<file path="src/rtl/txg_pkg.sv">
package txg_pkg;

    parameter int unsigned TXG_DW = 8;

    typedef enum logic [1:0] {
        ST_IDLE  = 2'd0,
        ST_SEND  = 2'd1,
        ST_DRAIN = 2'd2
    } txg_state_e;

    typedef struct packed {
        logic              eof;
        logic [TXG_DW-1:0] byte_v;
    } txg_slot_t;

endpackage

</file>
<file path="src/rtl/txg_store.sv">
module txg_store
    import txg_pkg::*;
#(
    parameter int unsigned DEPTH = 16,
    localparam int unsigned PW   = (DEPTH > 1) ? $clog2(DEPTH) : 1,
    localparam int unsigned CW   = $clog2(DEPTH + 1)
) (
    input  logic           clk,
    input  logic           rst_n,
    input  logic           wr_en,
    input  txg_slot_t      wr_slot,
    input  logic           rd_en,
    input  logic           flush,
    output txg_slot_t      head,
    output logic [CW-1:0]  level,
    output logic           eof_held,
    output logic           full,
    output logic           empty
);

    txg_slot_t         mem [DEPTH];
    logic [PW-1:0]     wr_ptr, rd_ptr;
    logic [CW-1:0]     cnt_q, eofs_q;

    function automatic logic [PW-1:0] bump(input logic [PW-1:0] p);
        return (p == PW'(DEPTH - 1)) ? '0 : p + 1'b1;
    endfunction

    always_ff @(posedge clk) begin
        if (wr_en) mem[wr_ptr] <= wr_slot;
    end

    always_ff @(posedge clk) begin
        if (!rst_n) begin
            wr_ptr <= '0;
            rd_ptr <= '0;
            cnt_q  <= '0;
            eofs_q <= '0;
        end else begin
            if (wr_en) wr_ptr <= bump(wr_ptr);
            if (flush) begin
                rd_ptr <= wr_ptr;
                cnt_q  <= '0;
                eofs_q <= '0;
            end else begin
                if (rd_en) rd_ptr <= bump(rd_ptr);
                cnt_q  <= cnt_q + CW'(wr_en) - CW'(rd_en);
                eofs_q <= eofs_q + CW'(wr_en && wr_slot.eof) - CW'(rd_en && head.eof);
            end
        end
    end

    assign head     = mem[rd_ptr];
    assign level    = cnt_q;
    assign eof_held = (eofs_q != '0);
    assign full     = (cnt_q == CW'(DEPTH));
    assign empty    = (cnt_q == '0);

    // a full queue never takes a write
    p_no_overflow_r10: assert property (@(posedge clk) disable iff (!rst_n)
        full |-> !wr_en);
    // the level never passes the storage depth
    p_level_bound_r10: assert property (@(posedge clk) disable iff (!rst_n)
        level <= CW'(DEPTH));
    // no byte is taken from an empty queue
    p_no_underrun_r4: assert property (@(posedge clk) disable iff (!rst_n)
        empty |-> !rd_en);
    // a flush and a write never share a cycle
    p_flush_no_write_r7: assert property (@(posedge clk) disable iff (!rst_n)
        flush |-> !wr_en);
    // end flags held never exceed bytes held
    p_eof_le_level_r8: assert property (@(posedge clk) disable iff (!rst_n)
        eofs_q <= cnt_q);

endmodule

</file>
<file path="src/rtl/txg_start_cmp.sv">
module txg_start_cmp #(
    parameter int unsigned DEPTH    = 16,
    localparam int unsigned CW      = $clog2(DEPTH + 1),
    parameter int unsigned THR_INIT = 4
) (
    input  logic          clk,
    input  logic          rst_n,
    input  logic          thr_we,
    input  logic [CW-1:0] thr_val,
    input  logic [CW-1:0] level,
    input  logic          eof_held,
    input  logic          full,
    output logic          start_ok
);

    logic [CW-1:0] thr_q;

    always_ff @(posedge clk) begin
        if (!rst_n)      thr_q <= CW'(THR_INIT);
        else if (thr_we) thr_q <= thr_val;
    end

    assign start_ok = (level > thr_q) || eof_held || full;

    // a threshold write lands in the register
    p_thr_load_r2: assert property (@(posedge clk) disable iff (!rst_n)
        thr_we |=> (thr_q == $past(thr_val)));

endmodule

</file>
<file path="src/rtl/txg_ctrl.sv">
module txg_ctrl
    import txg_pkg::*;
#(
    parameter int unsigned IDX_W = 8
) (
    input  logic              clk,
    input  logic              rst_n,
    input  logic              start_ok,
    input  logic              empty,
    input  logic              eof_held,
    input  txg_slot_t         head,
    input  logic              tx_err,
    output logic              rd_en,
    output logic              flush,
    output logic              tx_en,
    output logic [TXG_DW-1:0] tx_data,
    output logic              tx_eop,
    output logic              uf_evt,
    output logic              ab_evt,
    output logic              fill_abort,
    output logic [IDX_W-1:0]  evt_frame
);

    txg_state_e       st, nxt;
    logic             to_media, cut, fin;
    logic [IDX_W-1:0] frame_q;

    always_comb begin
        nxt      = st;
        rd_en    = 1'b0;
        flush    = 1'b0;
        to_media = 1'b0;
        cut      = 1'b0;
        fin      = 1'b0;
        unique case (st)
            ST_IDLE: begin
                if (start_ok) begin
                    rd_en    = 1'b1;
                    to_media = 1'b1;
                    if (head.eof) fin = 1'b1;
                    else          nxt = ST_SEND;
                end
            end
            ST_SEND: begin
                if (tx_err || empty) begin
                    cut   = 1'b1;
                    flush = !eof_held;
                    nxt   = eof_held ? ST_DRAIN : ST_IDLE;
                end else begin
                    rd_en    = 1'b1;
                    to_media = 1'b1;
                    if (head.eof) begin
                        fin = 1'b1;
                        nxt = ST_IDLE;
                    end
                end
            end
            ST_DRAIN: begin
                if (!empty) begin
                    rd_en = 1'b1;
                    if (head.eof) nxt = ST_IDLE;
                end
            end
            default: nxt = ST_IDLE;
        endcase
    end

    always_ff @(posedge clk) begin
        if (!rst_n) st <= ST_IDLE;
        else        st <= nxt;
    end

    always_ff @(posedge clk) begin
        if (!rst_n) begin
            tx_en      <= 1'b0;
            tx_data    <= '0;
            tx_eop     <= 1'b0;
            uf_evt     <= 1'b0;
            ab_evt     <= 1'b0;
            fill_abort <= 1'b0;
            evt_frame  <= '0;
            frame_q    <= '0;
        end else begin
            tx_en      <= to_media;
            if (to_media) tx_data <= head.byte_v;
            tx_eop     <= to_media && head.eof;
            uf_evt     <= (st == ST_SEND) && empty;
            ab_evt     <= (st == ST_SEND) && tx_err;
            fill_abort <= flush;
            if (cut)        evt_frame <= frame_q;
            if (cut || fin) frame_q   <= frame_q + 1'b1;
        end
    end

    // an error in SEND silences the media on the next cycle
    p_err_silences_r6: assert property (@(posedge clk) disable iff (!rst_n)
        (st == ST_SEND && tx_err) |=> (!tx_en && ab_evt));
    // a dry queue in SEND gives an underflow pulse and no byte
    p_underflow_cut_r5: assert property (@(posedge clk) disable iff (!rst_n)
        (st == ST_SEND && empty) |=> (uf_evt && !tx_en));
    // the underflow pulse lasts one cycle
    p_uf_single_r5: assert property (@(posedge clk) disable iff (!rst_n)
        uf_evt |=> !uf_evt);
    // a DMA stop only follows a cut whose end flag was missing
    p_fill_abort_cond_r7: assert property (@(posedge clk) disable iff (!rst_n)
        fill_abort |-> $past(!eof_held));
    // discarded bytes never reach the media
    p_drain_quiet_r8: assert property (@(posedge clk) disable iff (!rst_n)
        (st == ST_DRAIN) |=> !tx_en);
    // an error outside a frame raises no abort
    p_idle_err_r11: assert property (@(posedge clk) disable iff (!rst_n)
        (st != ST_SEND) |=> !ab_evt);

endmodule

</file>
<file path="src/rtl/tx_gate_fifo.sv">
module tx_gate_fifo
    import txg_pkg::*;
#(
    parameter int unsigned DEPTH    = 16,
    parameter int unsigned IDX_W    = 8,
    parameter int unsigned THR_INIT = 4,
    localparam int unsigned CW      = $clog2(DEPTH + 1)
) (
    input  logic              clk,
    input  logic              rst_n,
    input  logic              thr_we,
    input  logic [CW-1:0]     thr_val,
    input  logic              fill_valid,
    input  logic [TXG_DW-1:0] fill_data,
    input  logic              fill_last,
    output logic              fill_ready,
    output logic              fill_abort,
    input  logic              tx_err,
    output logic              tx_en,
    output logic [TXG_DW-1:0] tx_data,
    output logic              tx_eop,
    output logic              underflow_event,
    output logic              abort_event,
    output logic [IDX_W-1:0]  event_frame
);

    txg_slot_t     wr_slot, head;
    logic [CW-1:0] level;
    logic          eof_held, full, empty, start_ok, rd_en, flush, wr_en;

    assign fill_ready = !full && !flush;
    assign wr_en      = fill_valid && fill_ready;
    assign wr_slot    = '{eof: fill_last, byte_v: fill_data};

    txg_store #(.DEPTH(DEPTH)) u_store (
        .clk      (clk),
        .rst_n    (rst_n),
        .wr_en    (wr_en),
        .wr_slot  (wr_slot),
        .rd_en    (rd_en),
        .flush    (flush),
        .head     (head),
        .level    (level),
        .eof_held (eof_held),
        .full     (full),
        .empty    (empty)
    );

    txg_start_cmp #(.DEPTH(DEPTH), .THR_INIT(THR_INIT)) u_start (
        .clk      (clk),
        .rst_n    (rst_n),
        .thr_we   (thr_we),
        .thr_val  (thr_val),
        .level    (level),
        .eof_held (eof_held),
        .full     (full),
        .start_ok (start_ok)
    );

    txg_ctrl #(.IDX_W(IDX_W)) u_ctrl (
        .clk        (clk),
        .rst_n      (rst_n),
        .start_ok   (start_ok),
        .empty      (empty),
        .eof_held   (eof_held),
        .head       (head),
        .tx_err     (tx_err),
        .rd_en      (rd_en),
        .flush      (flush),
        .tx_en      (tx_en),
        .tx_data    (tx_data),
        .tx_eop     (tx_eop),
        .uf_evt     (underflow_event),
        .ab_evt     (abort_event),
        .fill_abort (fill_abort),
        .evt_frame  (event_frame)
    );

    // coinciding cut causes give a single DMA stop pulse
    p_single_stop_r12: assert property (@(posedge clk) disable iff (!rst_n)
        (underflow_event && abort_event) |=> !fill_abort);

endmodule

</file>
<file path="config.mk">
export PLATFORM = sky130hd
export DESIGN_NAME = tx_gate_fifo
export DESIGN_NICKNAME = d
export VERILOG_FILES = /design/src/rtl/txg_pkg.sv /design/src/rtl/txg_store.sv /design/src/rtl/txg_start_cmp.sv /design/src/rtl/txg_ctrl.sv /design/src/rtl/tx_gate_fifo.sv
export SDC_FILE = /design/constraint.sdc
export NUM_CORES = 1
export LEC_CHECK = 0
export BUFFER_PORTS_ARGS = -buffer_cell sky130_fd_sc_hd__buf_4
export CAP_MARGIN = 15
export CORE_UTILIZATION = 60
export DETAILED_ROUTE_END_ITERATION = 10
export PLACE_DENSITY = 0.75
export SKIP_CTS_REPAIR_TIMING = 1
export SYNTH_ARGS = -nofsm -noshare
export SYNTH_HDL_FRONTEND = slang
export SYNTH_SLANG_ARGS = --single-unit
</file>
<file path="constraint.sdc">
create_clock -name clk -period 11.45 [get_ports clk]
set_input_delay 2.29 -clock clk [delete_from_list [all_inputs] [get_ports clk]]
set_output_delay 2.29 -clock clk [all_outputs]
set_load 0.01 [all_outputs]
</file>
Yosys cells after proc, flatten, opt, wreduce, memory -nomap -nowiden
Memory sizes are Yosys's and may differ from the RTL's. A register that Yosys moved wholly into a read port is not among the register bits.
Cells that the tools add are included.
{"block": "totals", "ff_bits": 54, "mem_bits_rw": 144, "input_bits": 19, "out_inout_bits": 22, "elab_cells": 80, "memories": 1}
{"memory": "u_store.mem", "words": 16, "word_bits": 9, "read_ports": 1, "rd_ports_with_merged_regs": 1, "write_ports": 1, "line": "txg_store.sv:21", "rtl": "txg_slot_t mem [DEPTH];"}
{"block": "classes", "add_sub_neg": 7, "magnitude_cmp": 1, "n_eq_ne": 8, "n_mux": 28, "bitwise": 1, "n_reduce_logical": 20}
{"op": "4-bit two-way mux", "n": 6}
{"op": "1-bit two-way mux", "n": 12}
{"op": "2-bit two-way mux", "n": 6}
{"op": "5-bit by 1-bit adder with 5-bit output", "n": 2}
{"op": "5-bit by 1-bit subtractor with 5-bit output", "n": 2}
{"op": "4-bit by 1-bit adder with 4-bit output (second input constant)", "n": 2}
{"op": "8-bit by 1-bit adder with 8-bit output (second input constant)", "n": 1}
{"op": "4-bit == test (second input constant)", "n": 2}
{"op": "1-bit logical AND", "n": 7}
{"op": "2-bit inequality test (second input constant)", "n": 3}
{"op": "2-bit one-hot mux with 3 select lines", "n": 1}
{"op": "5-bit == test (second input constant)", "n": 1}
{"op": "5-bit > comparator", "n": 1}
{"op": "5-bit zero test", "n": 1}
{"op": "5-bit nonzero test", "n": 1}
{"op": "1-bit logical OR", "n": 4}
{"op": "1-bit one-hot mux with 2 select lines", "n": 2}
{"op": "1-bit zero test", "n": 3}
{"op": "1-bit one-hot mux with 3 select lines", "n": 1}
{"op": "3-bit AND reduction", "n": 1}
{"op": "2-bit by 1-bit == test with 1-bit output (second input constant)", "n": 1}
{"op": "2-bit == test (second input constant)", "n": 1}
{"op": "2-bit zero test", "n": 1}
{"op": "2-bit nonzero test", "n": 1}
{"op": "other kinds (2)", "n": 2}

Logic depth before layout (Yosys ltp)
{"block": "logic_depth", "depth_word": 10, "depth_mapped": 16, "mapped_depth_nobuf": 15}

Hierarchy
Synthesis repeated with hierarchy kept, for this count alone.
{"block": "unflattened", "hier_cells": 556, "hier_area_um2": 8436.8}
{"mod": "txg_store", "instances": 1, "cells_each": 374, "area_per_inst_um2": 6777.8, "seq_area_each_um2": 4764.6}
{"mod": "txg_ctrl", "instances": 1, "cells_each": 147, "area_per_inst_um2": 1313.8, "seq_area_each_um2": 620.6}
{"mod": "txg_start_cmp", "instances": 1, "cells_each": 33, "area_per_inst_um2": 329.1, "seq_area_each_um2": 100.1}
{"mod": "tx_gate_fifo", "instances": 1, "cells_each": 2, "area_per_inst_um2": 16.3, "seq_area_each_um2": 0.0}

Least setup slack after synthesis
Ideal clock, no wire load.
{"block": "synth_path", "path_kind": "input port to output port", "start": "in tx_err", "end": "out fill_ready", "arrival_time_ns": 3.032, "required_time_ns": 9.160, "slack_ns": 6.128, "path_stages": 3, "n_path_buf": 1, "cell_sequence": "o21ai_2 > clkbuf_1 > o21a_1"}
{"block": "synth_between", "elab_chain_len": 5}
{"item": "start: declaration", "line": "tx_gate_fifo.sv:18", "rtl": "input logic tx_err,"}
{"item": "1-bit logical OR", "line": "txg_ctrl.sv:45", "rtl": "if (tx_err || empty) begin"}
{"item": "1-bit two-way mux", "line": "txg_ctrl.sv:45"}
{"item": "1-bit two-way mux", "line": "txg_ctrl.sv:35", "rtl": "unique case (st)"}
{"item": "1-bit zero test", "line": "tx_gate_fifo.sv:31", "rtl": "assign fill_ready = !full && !flush;"}
{"item": "1-bit logical AND", "line": "tx_gate_fifo.sv:31"}
{"item": "end: declaration", "line": "tx_gate_fifo.sv:16", "rtl": "output logic fill_ready,"}
Every way passes these cells.

Final worst setup path
Same ends and word-level chain as after synthesis.

==> reports/results.txt <==
status -> completed
vias in the first global route -> 4903
Synth Register Bits -> 202
WL/cell -> 21.3 um
NetSw -> 0.000644 W
DR iter-0 viols -> 518
CTS tree -> yes
Worst Skew -> 0.0207 ns
DP HPWL -> 10.3 mm
crit path max fanout -> 19
Antenna Nets Post-Route -> 0
combinational cell fraction of total power -> 28.0%
RD Place Congestion -> 0.804
Leakage -> 3.32 nW
Routed WL -> 16.8 mm
CP startpoint -> tx_err
Post-DP Area -> 0.00882 sq mm
initial antenna violation count -> 0
GRT Residual Overflow -> 0
Multi-input gate area -> 0.00266 sq mm
starting density of the core -> 62.2%
synthesized area per cell -> 15.2 sq um
Reg area -> 0.00549 sq mm
cell count after synthesis -> 547
# setup viols final -> 0
CTS buffer count -> 22
Max-slew headroom -> 29.2%
area delta synth->final -> 14.6%
worst reg2reg path startpoint -> u_store.eofs_q[2]$_SDFF_PP0_
Finished Core Util -> 71.2%
Pint -> 0.00156 W
unrepaired setup endpoints after global routing -> no
predominant post-synthesis flop cell -> edfxtp_1
Max-Cap Viols -> 0
H-tree Lvls -> 1
achievable frequency -> 178 MHz
sequential power share -> 40.4%
Finished Cell Area -> 0.00954 sq mm
Die Y -> 120 um
clock-pin transition on the worst setup and hold timing paths -> 0.06 ns
ranking of synthesized cells by area -> edfxtp_1, dfxtp_1, mux4_2
worst r2r path cells -> 15
first-pass GRT wire length -> 26.5 mm
Worst Hold Class -> reg2reg
via count -> 4825
Die X-Extent -> 120 um
Hold WS -> 0.463 ns
Power Density -> 231 mW/mm^2
antenna cells -> 0
Ys Warns -> 0
gr usage total -> 24.7%
# port buffers -> 40
CP Class -> in2out
Core Region -> 0.0134 sq mm
Slew Viols, Final -> 0
Nets -> 640
Synth top area share -> 51.9%
most common cell in the netlist -> edfxtp_1
vias per inst -> 6.12
Die ar. -> 0.0144 sq mm
clock power share -> 31.6%
CP Capture Type -> output pin
I/O pins -> 41
Final Hold Viols -> 0
CTS root buf -> clkbuf_16
Post-synth EDFFs -> 144
minimum clock period -> 5.63 ns
sw frac -> 29.2%
clk_lat worst skew -> 0.50 ns
Clock Sinks -> 202
worst slew pin tran -> 1.06 ns
final worst-path cycle share -> 49.2%
post-synth cell types -> 52
RR Endpoint -> u_store.eofs_q[4]$_SDFF_PP0_
most frequent cells after synthesis -> edfxtp_1, dfxtp_1, nor2_1
post-synthesis async set-or-reset flop share -> 0%
Synth Net Count -> 590
VDD IR max -> 0.138 mV
FF-to-FF setup slack -> 7.52 ns
number of iterations in the first detailed-routing pass -> 5
sequential area share after synthesis -> 65.9%
DRC -> 0
Critical Path End -> fill_ready
share of layout cells above drive strength 1 -> 21.2%
Filler cells -> 889
Cell Rows -> 42
startpoint type of the worst setup path -> input pin
Synth area leader -> edfxtp_1
required time of the worst setup path -> 9.16 ns
CTS max path bufs -> 3
setup TNS -> 0 ns
Post-Syn Area -> 0.00833 sq mm
largest net degree at the start of global routing -> 39
CP arrival -> 3.34 ns
-- metrics by stage --
stage	total power (W)	instances	setup WS, ns
detailed placement	0.00152	749	5.84
finish	0.00221	788	5.82
global route	0.00232	788	5.77
CTS	0.00222	788	5.81
global placement	0.00149	749	5.88
floorplan	0.00136	547	6.13
-- flip-flops by register name (all words and copies together), names as in the netlist, named ones only --
signal and flops:
u_ctrl.evt_frame 8, u_store.level 5, u_store.wr_ptr 4, u_store.eofs_q 5, u_ctrl.uf_evt 1, u_ctrl.fill_abort 1
u_store.rd_ptr 4, u_ctrl.frame_q 8, u_ctrl.tx_data 8, u_ctrl.tx_en 1, u_ctrl.st 2, u_store.mem 144
u_start.thr_q 5, u_ctrl.tx_eop 1, u_ctrl.ab_evt 1
-- critical path, cell delays in order --
cell and delay (ns):
buf_4 0.12, o21ai_2 0.61, o21a_1 0.20, buf_4 0.12
-- cells by family (layout without fill, tap and decap cells) --
logic type | after synthesis | in the layout | share of synthesized area (%)
flops | 202 | 202 | 65.9
simple gates | 143 | 143 | 8.34
mux | 64 | 64 | 14.0
compound gates | 60 | 60 | 4.93
buf+inv | 46 | 111 | 2.25
fa+ha+maj | 24 | 24 | 3.79
xor+xnor | 8 | 8 | 0.841
-- area by class of cell --
type,instances,share of cell area [%]
Inverter,23,0.905
Sequential cell,202,57.5
Clock inverter,12,1.31
Timing Repair Buffer,49,3.85
Multi-Input combinational cell,299,27.8
Clock buffer,27,6.29
Tap cell,176,2.31
-- routing by layer --
layer	vias to the layer above	part of all wire, %	global-route usage [%]
met5	-	0	0
met4	0	2.4	7.81
met3	33	5.2	3.61
met2	169	51	42.7
met1	2442	41	32.4
li1	2181	-	-
-- how the worst min path moves through the flow --
stage	depth (start not counted)	startpoint	to
after detailed placement	2	u_ctrl.evt_frame[3]$_SDFFE_PN0P_	u_ctrl.evt_frame[3]$_SDFFE_PN0P_
after global placement	2	u_ctrl.evt_frame[6]$_SDFFE_PN0P_	u_ctrl.evt_frame[6]$_SDFFE_PN0P_
after CTS	2	u_ctrl.evt_frame[3]$_SDFFE_PN0P_	u_ctrl.evt_frame[3]$_SDFFE_PN0P_
after global routing	2	u_ctrl.evt_frame[3]$_SDFFE_PN0P_	u_ctrl.evt_frame[3]$_SDFFE_PN0P_
after floorplan	2	u_ctrl.frame_q[5]$_SDFFE_PN0P_	u_ctrl.evt_frame[5]$_SDFFE_PN0P_
final	2	u_ctrl.evt_frame[7]$_SDFFE_PN0P_	u_ctrl.evt_frame[7]$_SDFFE_PN0P_
-- power by group through the flow --
stage	Sequential (W)	Clock, W	Combinational, W
floorplan	0.000895	0	0.000467
global placement	0.000900	0	0.000594
detailed placement	0.000904	0	0.000615
CTS	0.000891	0.000708	0.000624
global route	0.000898	0.000736	0.000686
finish	0.000891	0.000697	0.000618
-- cells in the final DEF, fill, tap and decap left out, types with 3 or more instances in the layout --
master       n
inv_1       23
a21o_1       3
edfxtp_1   144
or3_1        4
ha_1        22
nor2b_1      6
nand2_1     39
nor3_1       8
clkinv_1     4
mux2i_1     22
xor2_1       5
mux4_2      42
nand2b_1     4
clkbuf_1     3
nand3_1      9
o211ai_1     3
clkbuf_16   23
nand4_1      7
and2_1       7
dfxtp_1     57
o21ai_0     11
a21oi_1     25
buf_4       49
nor2_1      46
xnor2_1      3
(Power assumes the default switching activity.)
